--- src/rtl/shm_arb_pkg.sv ---
package shm_arb_pkg;

  typedef enum logic [1:0] {
    OWN_NONE  = 2'd0,
    OWN_FETCH = 2'd1,
    OWN_DATA  = 2'd2
  } owner_e;

  // Who gets the port this cycle: data stage has absolute priority.
  function automatic owner_e pick_owner(input logic frozen,
                                        input logic dreq,
                                        input logic freq);
    owner_e w;
    if (frozen)    w = OWN_NONE;
    else if (dreq) w = OWN_DATA;
    else if (freq) w = OWN_FETCH;
    else           w = OWN_NONE;
    return w;
  endfunction

  // An access is late when one is outstanding and no response came back.
  function automatic logic is_late(input owner_e inflight,
                                   input logic   rsp);
    return (inflight != OWN_NONE) && !rsp;
  endfunction

  // An access completes when one is outstanding and the response arrives.
  function automatic logic is_done(input owner_e inflight,
                                   input logic   rsp,
                                   input owner_e who);
    return (inflight == who) && rsp;
  endfunction

endpackage

--- src/rtl/shm_owner_track.sv ---
module shm_owner_track
  import shm_arb_pkg::*;
(
  input  logic   clk,
  input  logic   rst_n,
  input  owner_e grant,
  input  logic   rsp_valid,
  output owner_e inflight,
  output logic   frozen,
  output logic   done_fetch,
  output logic   done_data
);

  owner_e tag_q;

  assign inflight   = tag_q;
  assign frozen     = is_late(tag_q, rsp_valid);
  assign done_fetch = is_done(tag_q, rsp_valid, OWN_FETCH);
  assign done_data  = is_done(tag_q, rsp_valid, OWN_DATA);

  // The tag is kept while frozen; otherwise it follows the new grant.
  always_ff @(posedge clk) begin
    if (!rst_n)       tag_q <= OWN_NONE;
    else if (!frozen) tag_q <= grant;
  end

endmodule

--- src/rtl/shm_port_mux.sv ---
module shm_port_mux
  import shm_arb_pkg::*;
#(
  parameter int AW = 16,
  parameter int DW = 32
) (
  input  logic          rst_n,
  input  logic          frozen,
  input  logic          if_req,
  input  logic [AW-1:0] if_addr,
  input  logic          mem_req,
  input  logic          mem_we,
  input  logic [AW-1:0] mem_addr,
  input  logic [DW-1:0] mem_wdata,
  output owner_e        grant,
  output logic          port_req,
  output logic          port_we,
  output logic [AW-1:0] port_addr,
  output logic [DW-1:0] port_wdata,
  output logic          fetch_stall
);

  logic block_all;

  assign block_all = frozen || !rst_n;
  assign grant     = pick_owner(block_all, mem_req, if_req);

  always_comb begin
    port_req   = 1'b0;
    port_we    = 1'b0;
    port_addr  = '0;
    port_wdata = '0;
    unique case (grant)
      OWN_DATA: begin
        port_req   = 1'b1;
        port_we    = mem_we;
        port_addr  = mem_addr;
        port_wdata = mem_wdata;
      end
      OWN_FETCH: begin
        port_req  = 1'b1;
        port_addr = if_addr;
      end
      default: ;
    endcase
  end

  assign fetch_stall = if_req && rst_n && (grant != OWN_FETCH);

endmodule

--- src/rtl/shm_ifid_reg.sv ---
module shm_ifid_reg #(
  parameter int          DW       = 32,
  parameter logic [31:0] NOP_WORD = 32'h0000_0013
) (
  input  logic          clk,
  input  logic          rst_n,
  input  logic          frozen,
  input  logic          fetch_done,
  input  logic [DW-1:0] fetch_word,
  output logic          bubble,
  output logic          valid_q,
  output logic [DW-1:0] instr_q
);

  localparam logic [DW-1:0] NOP_W = DW'(NOP_WORD);

  assign bubble = !frozen && !fetch_done;

  always_ff @(posedge clk) begin
    if (!rst_n) begin
      valid_q <= 1'b0;
      instr_q <= NOP_W;
    end else if (fetch_done) begin
      valid_q <= 1'b1;
      instr_q <= fetch_word;
    end else if (bubble) begin
      valid_q <= 1'b0;
      instr_q <= NOP_W;
    end
  end

endmodule

--- src/rtl/shm_port_arbiter.sv ---
module shm_port_arbiter
  import shm_arb_pkg::*;
#(
  parameter int          AW       = 16,
  parameter int          DW       = 32,
  parameter logic [31:0] NOP_WORD = 32'h0000_0013
) (
  input  logic          clk,
  input  logic          rst_n,
  input  logic          if_req,
  input  logic [AW-1:0] if_addr,
  output logic          fetch_stall,
  input  logic          mem_req,
  input  logic          mem_we,
  input  logic [AW-1:0] mem_addr,
  input  logic [DW-1:0] mem_wdata,
  output logic          dm_rvalid,
  output logic [DW-1:0] dm_rdata,
  output logic          port_req,
  output logic          port_we,
  output logic [AW-1:0] port_addr,
  output logic [DW-1:0] port_wdata,
  input  logic          port_rvalid,
  input  logic [DW-1:0] port_rdata,
  output logic          freeze,
  output logic          bubble,
  output logic          ifid_valid,
  output logic [DW-1:0] ifid_instr
);

  owner_e grant;
  owner_e inflight;
  logic   frozen;
  logic   fetch_rsp;
  logic   data_rsp;

  shm_owner_track u_track (
    .clk        (clk),
    .rst_n      (rst_n),
    .grant      (grant),
    .rsp_valid  (port_rvalid),
    .inflight   (inflight),
    .frozen     (frozen),
    .done_fetch (fetch_rsp),
    .done_data  (data_rsp)
  );

  shm_port_mux #(.AW(AW), .DW(DW)) u_mux (
    .rst_n       (rst_n),
    .frozen      (frozen),
    .if_req      (if_req),
    .if_addr     (if_addr),
    .mem_req     (mem_req),
    .mem_we      (mem_we),
    .mem_addr    (mem_addr),
    .mem_wdata   (mem_wdata),
    .grant       (grant),
    .port_req    (port_req),
    .port_we     (port_we),
    .port_addr   (port_addr),
    .port_wdata  (port_wdata),
    .fetch_stall (fetch_stall)
  );

  shm_ifid_reg #(.DW(DW), .NOP_WORD(NOP_WORD)) u_ifid (
    .clk        (clk),
    .rst_n      (rst_n),
    .frozen     (frozen),
    .fetch_done (fetch_rsp),
    .fetch_word (port_rdata),
    .bubble     (bubble),
    .valid_q    (ifid_valid),
    .instr_q    (ifid_instr)
  );

  assign freeze    = frozen;
  assign dm_rvalid = data_rsp;
  assign dm_rdata  = data_rsp ? port_rdata : '0;

endmodule

--- config.mk ---
export PLATFORM = sky130hd
export DESIGN_NAME = shm_port_arbiter
export DESIGN_NICKNAME = d
export VERILOG_FILES = /design/src/rtl/shm_arb_pkg.sv /design/src/rtl/shm_owner_track.sv /design/src/rtl/shm_port_mux.sv /design/src/rtl/shm_ifid_reg.sv /design/src/rtl/shm_port_arbiter.sv
export SDC_FILE = /design/constraint.sdc
export NUM_CORES = 1
export LEC_CHECK = 0
export BUFFER_PORTS_ARGS = -buffer_cell sky130_fd_sc_hd__buf_4
export CAP_MARGIN = 10
export CORE_MARGIN = 5
export CORE_UTILIZATION = 32
export CTS_BUF_LIST = sky130_fd_sc_hd__clkbuf_16
export CTS_CLUSTER_SIZE = 25
export DETAILED_ROUTE_END_ITERATION = 12
export PLACE_DENSITY = 0.81
export SYNTH_ARGS = -nofsm -noshare
export SYNTH_HDL_FRONTEND = slang
export SYNTH_SLANG_ARGS = --single-unit
--- constraint.sdc ---
create_clock -name clk -period 2.2 [get_ports clk]
set_input_delay 0.33 -clock clk [delete_from_list [all_inputs] [get_ports clk]]
set_output_delay 0.33 -clock clk [all_outputs]
set_load 0.03 [all_outputs]
After elaboration in Yosys (flattened, before gate mapping)
Index checks and enable logic that the tools add are counted.
{ "op_classes": {"n_reduce_logical": 14, "n_mux": 12, "n_eq_ne": 5} }
{ "op_table": {"columns": ["op", "n"], "rows": [
  ["32-bit 2-to-1 mux", 4],
  ["16-bit case mux with 2 select lines", 1],
  ["1-bit logical AND", 6],
  ["1-bit 2-to-1 mux", 5],
  ["2-bit by 1-bit equality test with 1-bit output (second input constant)", 2],
  ["2-bit equality test (second input constant)", 2],
  ["1-bit logical NOT", 4],
  ["2-bit 2-to-1 mux", 2],
  ["2-bit nonzero test", 2],
  ["2-bit by 1-bit != test with 1-bit output (second input constant)", 1],
  ["2-bit OR reduction", 1],
  ["1-bit logical OR", 1]
]} }
{ "word_totals": {"word_cells": 34, "out_inout_bits": 119, "regBits": 35, "input_bits": 102} }

Depth between registers and ports, before layout
Gate-level depths: netlist (run 1).
{ "depth": {"ltp_word": 7, "depth_mapped": 10, "depth_no_buf": 6} }

By module
From an unflattened synthesis (run 1), not the netlist that was laid out.
{ "hier_totals": {"hier_cells": 276, "hier_area_um2": 2444.8} }
{ "modules_own_cells": {"columns": ["module", "cells_per_inst", "instances", "area_per_inst_um2", "seq_area_each_um2"], "rows": [
  ["shm_ifid_reg", 144, 1, 1497.7, 660.6],
  ["shm_port_mux", 84, 1, 586.8, 0.0],
  ["shm_port_arbiter", 35, 1, 255.2, 0.0],
  ["shm_owner_track", 13, 1, 105.1, 40.0]
]} }

Worst setup path before layout (run 1)
No wires, ideal clock.
{ "synth_timing": {"path_kind": "register -> output", "from": "register u_track.tag_q[1] (netlist: u_track.inflight[1])", "to": "output port port_addr[0]", "arrival_time_ns": 2.327, "stages_incl_launch_ff": 11, "path_buffers": 4, "required_ns": 1.870, "path_slack_ns": -0.457, "cell_sequence": "dfxtp_1 > buf_6 > o21ba_1 > buf_6 > or3_4 > inv_2 > ha_1 > clkbuf_1 > clkbuf_1 > a22oi_1 > nor2_1"} }
{ "synth_via": {"elab_chain_cells": 6, "word_cells_on_any_way": 7, "cone_classes": "eq/ne (2); mux (2); reduce/logical (3)"} }
{ "synth_rtl": {"columns": ["element", "line", "rtl"], "rows": [
  ["start, declared", "shm_owner_track.sv:14", "owner_e tag_q;"],
  ["start signal, assigned", "shm_owner_track.sv:24", "else if (!frozen) tag_q <= grant;"],
  ["2-bit nonzero test *", "shm_arb_pkg.sv:24", "return (inflight != OWN_NONE) && !rsp;"],
  ["1-bit logical AND *", "shm_arb_pkg.sv:24", null],
  ["1-bit logical OR *", "shm_port_mux.sv:25", "assign block_all = frozen || !rst_n;"],
  ["2-bit 2-to-1 mux *", "shm_arb_pkg.sv:14", "if (frozen) w = OWN_NONE;"],
  ["via grant[0]", "shm_port_arbiter.sv:31", "owner_e grant;"],
  ["2-bit by 1-bit equality test with 1-bit output or 2-bit equality test (tied branches)", "shm_port_mux.sv:33", "unique case (grant)"],
  ["16-bit case mux with 2 select lines *", "shm_port_mux.sv:33", null],
  ["end, declared", "shm_port_arbiter.sv:21", "output logic [AW-1:0] port_addr,"]
]} }
The timed path passes the listed nets; every way through them passes the cells marked *.

Worst setup path in the final report (run 1)
{ "layout_timing": {"from": "register u_track.tag_q[1] (netlist: u_track.inflight[1])", "to": "output port port_addr[12]"} }
{ "layout_via": {"elab_chain_cells": 6, "word_cells_on_any_way": 7, "cone_classes": "eq/ne (2); mux (2); reduce/logical (3)"} }
{ "layout_rtl": {"columns": ["element", "line"], "rows": [
  ["2-bit nonzero test *", "shm_arb_pkg.sv:24"],
  ["1-bit logical AND *", "shm_arb_pkg.sv:24"],
  ["1-bit logical OR *", "shm_port_mux.sv:25"],
  ["2-bit 2-to-1 mux *", "shm_arb_pkg.sv:14"],
  ["2-bit by 1-bit equality test with 1-bit output or 2-bit equality test (tied branches)", "shm_port_mux.sv:33"],
  ["16-bit case mux with 2 select lines *", "shm_port_mux.sv:33"]
]} }
Every way passes the cells marked *; elsewhere a longest branch is shown, timed or not.

==> reports/results.txt, run 1 <==
status = complete, but fails checks
violated checks = negative setup slack
I/O pin count = 221
RSZ-0062 raised after global routing = yes
Post-Synth Adder-Cell Area = 0.0120
Post-Route Hold Slack = 0.321 ns
Final min period = 2.29 ns
largest net degree at the start of global routing = 74
DRT iter0 DRCs = 89
Max Freq = 436 MHz
GRT Overall Usage = 0.221
Worst Path Class, Setup = flop to output pin
register bit total from synthesis = 35
initial antenna violation count = 0
final worst path period share = 1.04
clk_lat worst skew = 0.27 ns
Avg WL per Cell = 18.4 um
placed cell areas = 0.00399 mm^2
Post-Syn Instances = 260
via count = 2795
top cells by area, synth = dfxtp_1 34%, a32oi_1 11%, and3_1 11%, and2_1 10%, nor2b_1 8.1%
Net count, final = 577
Num CTS Buffers = 5
dpl cells = 537
vias per cell = 5.07
CTS tree = built
dpl ws = 0.00520 ns
Fillers = 474
gpl congestion = 0.834
post-route cell area = 0.00446 mm^2
Top FF cell, synth = dfxtp_1
PD cells = 484 mW/mm^2
post-synthesis xor/xnor area fraction = 0
Initial Util = 0.327
area fraction in compound gates after synthesis = 0.200
Hold Crit Start = port_rdata[1]
area of the multi-input gates = 0.00145 mm^2
Root Driver = clkbuf_16
final hold violation count = 0
clk buf depth = 2
CTS sink count = 35
# hold bufs at CTS = 0
Final Setup Violations = 50
drt drc = 0
port buffer count = 220
Slew Limit Headroom = 0.258
Critical Path Start Type = flop
Core Rows = 29
first-pass iteration count of the detailed router = 4
Reg-to-Reg Start = u_track.inflight[1]
total die area = 0.00821 mm^2
Critical Path Start = u_track.inflight[1]
Post-synth EDFFs = 0
post-synthesis sequential area ratio = 0.337
overall power = 0.00216 W
Syn Area/Cell = 7.99 um^2
Leak = 2.16 nW
proportion of layout cells with a drive suffix above 1 = 0.635
Synth top area share = 0.337
Synth warnings = 0
Async S/R FF share, synth = 0
first-pass GRT wire length = 14900 um
Die X = 90.6 um
Die Span Y = 90.6 um
fin worst setup slack = -0.0924 ns
Slew Limit Fails = 0
Peak VDD IR = 0.420 mV
Arr. time, crit path = 1.96 ns
maxcap violations = 0
total core area = 0.00635 mm^2
post-synthesis simple-gate area fraction = 0.371
Routed Antenna Nets = 0
worst hold-check path type = input pin to flop
Clk pin slew, worst setup/hold paths = 0.05 ns
final wirelength = 10100 um
top post-synthesis cells by count = 35 x and3_1, 35 x dfxtp_1, 34 x and2_1
Worst-Margin Slew = 1.11 ns
vias in the first global route = 2665
crit-path max FO = 13
register area = 703 um^2
mapped cell area = 0.00208 mm^2
post-DP HPWL = 7430 um
CTS H-tree lvls = 2
fin cells = 551
main combinational cell family by area after synthesis = simple AND/OR/NAND/NOR gates
total gr overflow = 0
Required @ worst endpoint = 1.87 ns
Max Clock Skew = 0.00275 ns
syn nets = 364
Antenna diodes = 0
post-synth cell types = 24
post-synthesis mux area share = 0
Setup crit end kind = output pin
Syn-to-layout area delta = 115%
Synth area leader = dfxtp_1
## area by class of cell
cell class / instances / share of cell area
multi-input cells: 187 / 0.325
repair buffers: 238 / 0.453
clock inverters: 3 / 0.00870
flip-flops and latches: 35 / 0.158
inverters: 6 / 0.00589
well taps: 77 / 0.0216
clock buffers: 5 / 0.0281
## per-stage QoR
step	TNS [ns]	util
after floorplan	-0.391	-
final	-1.81	0.702
after CTS	-1.35	0.681
after global routing	-4.82	0.702
after detailed placement	0	0.629
after global placement	0	0.629
## final timing paths
path	slack [ns]	depth (start not counted)	end
worst max-delay path	-0.09	7	port_addr[12]
worst min register to register	0.51	2	u_ifid.instr_q[19]
worst max register to register	0.41	4	u_ifid.instr_q[31]
worst min-delay path	0.32	3	u_ifid.instr_q[1]
## layer usage
| layer | vias up | global-route usage | routed length (um) |
|---|---|---|---|
| met1 | 1295 | 0.254 | 3840 |
| met4 | 0 | 0.0447 | 146 |
| met5 | - | 0 | 0 |
| met3 | 10 | 0.0733 | 892 |
| met2 | 144 | 0.395 | 5250 |
| li1 | 1346 | - | - |
## logic make-up (layout without fill, tap and decap cells)
family	after synthesis	count (layout)
AOI/OAI and AO/OA	52	52
DFF	35	35
adders and majority gates	2	2
buffers and inverters	38	252
and+or+nand+nor	133	133
## flip-flops by register name, summed over array words and instances, names as in the netlist
name              flops
u_ifid.instr_q       32
u_ifid.valid_q        1
u_track.inflight      2
## power breakdown
part	switching (W)	total, W	leakage, nW	internal [W]
sequential	0.00000665	0.000653	0.284	0.000646
clock	0.000258	0.000786	0.0812	0.000528
combinational	0.000374	0.000717	1.79	0.000343
## cells in the final DEF, fill, tap and decap left out, drive strengths merged
master    synthesis  layout
nand2             8       8
and2b             1       1
ha                2       2
nand2b            3       3
nor2b            27      27
a32oi            26      26
o21ba             1       1
nor2             18      18
clkinvlp          0       1
nand3             3       3
nand3b            1       1
a21boi            2       2
a22oi            16      16
or2               2       2
buf               9     237
o22ai             6       6
clkinv            0       2
clkbuf           23       6
bufinv            0       1
or3               1       1
o21ai             1       1
inv               6       5
dfxtp            35      35
and3             35      35
and2             34      34
## worst max-delay path, stage by stage, from the launching register on
cell	delay, ns
dfxtp_2	0.33
o21ba_4	0.23
or3_4	0.39
ha_4	0.21
buf_12	0.15
a22oi_2	0.18
nor2_2	0.04
buf_4	0.16
## what timing repair did
action / 4_1_cts / 5_1_grt
setup endpoints to repair: 50 / 50
resized for setup: 32 / 29
pin swaps: 2 / 16
buffers inserted: 5 / 0
gates cloned: 0 / 1
No activity file was read; power rests on OpenSTA's default activity.
==> run 2, diff against run 1 <==
--- a/config.mk
+++ b/config.mk
@@ -8,7 +8,7 @@
 export BUFFER_PORTS_ARGS = -buffer_cell sky130_fd_sc_hd__buf_4
 export CAP_MARGIN = 10
 export CORE_MARGIN = 5
-export CORE_UTILIZATION = 32
+export CORE_UTILIZATION = 35
 export CTS_BUF_LIST = sky130_fd_sc_hd__clkbuf_16
 export CTS_CLUSTER_SIZE = 25
 export DETAILED_ROUTE_END_ITERATION = 12
==> constraint.sdc (replaced) <==
create_clock -name clk -period 2.41 [get_ports clk]
set_input_delay 0.3615 -clock clk [delete_from_list [all_inputs] [get_ports clk]]
set_output_delay 0.3615 -clock clk [all_outputs]
set_load 0.03 [all_outputs]
==> reports/results.txt, run 2 (same netlist as run 1, synthesis figures left out) <==
vias in the first global route = 2635
Slew Limit Headroom = 0.588
family with the most delay on the worst path = simple AND/OR/NAND/NOR gates
I/O pin count = 221
Core Rows = 28
postcts setup bufs = 0
final worst path period share = 0.966
clk buf depth = 2
most frequent cells in the layout = 227 x buf_4, 35 x and3_1, 34 x dfxtp_1
CTS H-tree lvls = 2
Post-Route Hold Slack = 0.347 ns
status = completed
proportion of layout cells with a drive suffix above 1 = 0.580
GRT Overall Usage = 0.230
total core area = 0.00585 mm^2
setup TNS = 0 ns
overall power = 0.00179 W
Max Freq = 429 MHz
Final Setup Violations = 0
Avg WL per Cell = 17.6 um
Worst Path Class, Setup = flop to output pin
first-pass GRT wire length = 13900 um
Die Span Y = 87.1 um
CTS sink count = 35
Die X = 87.1 um
Num CTS Buffers = 5
# hold bufs at CTS = 0
total die area = 0.00758 mm^2
Initial Util = 0.355
port buffer count = 220
Arr. time, crit path = 1.97 ns
post-DP HPWL = 7360 um
dpl ws = 0.146 ns
largest net degree at the start of global routing = 74
worst hold-check path type = input pin to flop
Required @ worst endpoint = 2.05 ns
Net count, final = 572
max reg flops = 32
Syn-to-layout area delta = 94.6%
Antenna diodes = 0
CTS tree = built
crit-path max FO = 21
fin worst setup slack = 0.0815 ns
Worst-Margin Slew = 0.618 ns
number of buffers and inverters on the critical path = 3
DRT iter0 DRCs = 119
Peak VDD IR = 0.378 mV
clk_lat worst skew = 0.28 ns
via count = 2750
Leak = 2.06 nW
drt drc = 0
crit-path max cell delay = 0.34 ns
Root Driver = clkbuf_16
gpl congestion = 0.930
Max Clock Skew = 0.00556 ns
most common cell after layout, fill and taps aside = buf_4
first-pass iteration count of the detailed router = 4
Routed Antenna Nets = 0
Reg with most FFs = u_ifid.instr_q
Critical Path Start Type = flop
Fillers = 452
Setup crit end kind = output pin
Final min period = 2.33 ns
vias per cell = 5.06
Slew Limit Fails = 0
Clk pin slew, worst setup/hold paths = 0.05 ns
total gr overflow = 0
final hold violation count = 0
PD cells = 442 mW/mm^2
initial antenna violation count = 0
final wirelength = 9560 um
worst-path cell chain = o21ba_1, or2_2, inv_1, ha_4, buf_8, a22oi_1, nor2_1, buf_4
Final Util = 0.691
maxcap violations = 0
Worst path slowest cell = dfxtp_2
run 2: cell types whose count changed in the layout (fill, tap and decap cells not counted), sizes merged:
cell	previous run	this run
bufinv	1	0
clkinv	2	1
buf	237	233
inv	5	6
clkbuf	6	5
clkinvlp	1	2
run 2: final cells by class:
class / instances / area [um^2] / area share
Clock buffer: 5 / 125 / 0.0309
Clock inverter: 3 / 20.0 / 0.00495
Inverter: 6 / 22.5 / 0.00557
Multi-Input combinational cell: 187 / 1300 / 0.321
Sequential cell: 35 / 702 / 0.174
Tap cell: 75 / 93.8 / 0.0232
Timing Repair Buffer: 233 / 1780 / 0.441
run 2: metrics by stage:
stage,std cells,cell area [um^2]
6_report,544,4040
5_1_grt,544,4040
4_1_cts,542,3970
3_5_place_dp,534,3820
3_3_place_gp,534,3820
2_1_floorplan,260,2130
run 2: power by group:
group | switching [W] | internal (W) | leakage (nW)
clock | 0.000241 | 0.000380 | 0.0658
sequential | 0.00000634 | 0.000590 | 0.284
combinational | 0.000306 | 0.000264 | 1.71
total | 0.000554 | 0.00123 | 2.06
run 2: worst min-delay path: cells and delay by family:
family                 cells  cell delay (ns)
buffers and inverters      1             0.09
and+or+nand+nor            1             0.07
AOI/OAI and AO/OA          1             0.06
run 2: timing repair:
item	in CTS	in global routing
cloned	0	2
gates resized for setup	1	16
endpoints found under the setup margin	18	49
run 2: final timing paths:
check                 startpoint                 end  slack (ns)  cells after the start
min reg2reg   u_ifid.instr_q[20]  u_ifid.instr_q[20]        0.51                      2
min                port_rdata[1]   u_ifid.instr_q[1]        0.35                      3
max          u_track.inflight[0]       port_addr[12]        0.08                      8
max reg2reg  u_track.inflight[1]  u_ifid.instr_q[19]        0.99                      5
run 2: layer usage:
metal | track usage | vias up | wire length, um
met5 | 0 | - | 0
met4 | 0.0708 | 0 | 193
met3 | 0.0435 | 17 | 770
met2 | 0.395 | 135 | 4830
met1 | 0.290 | 1266 | 3760
li1 | - | 1332 | -
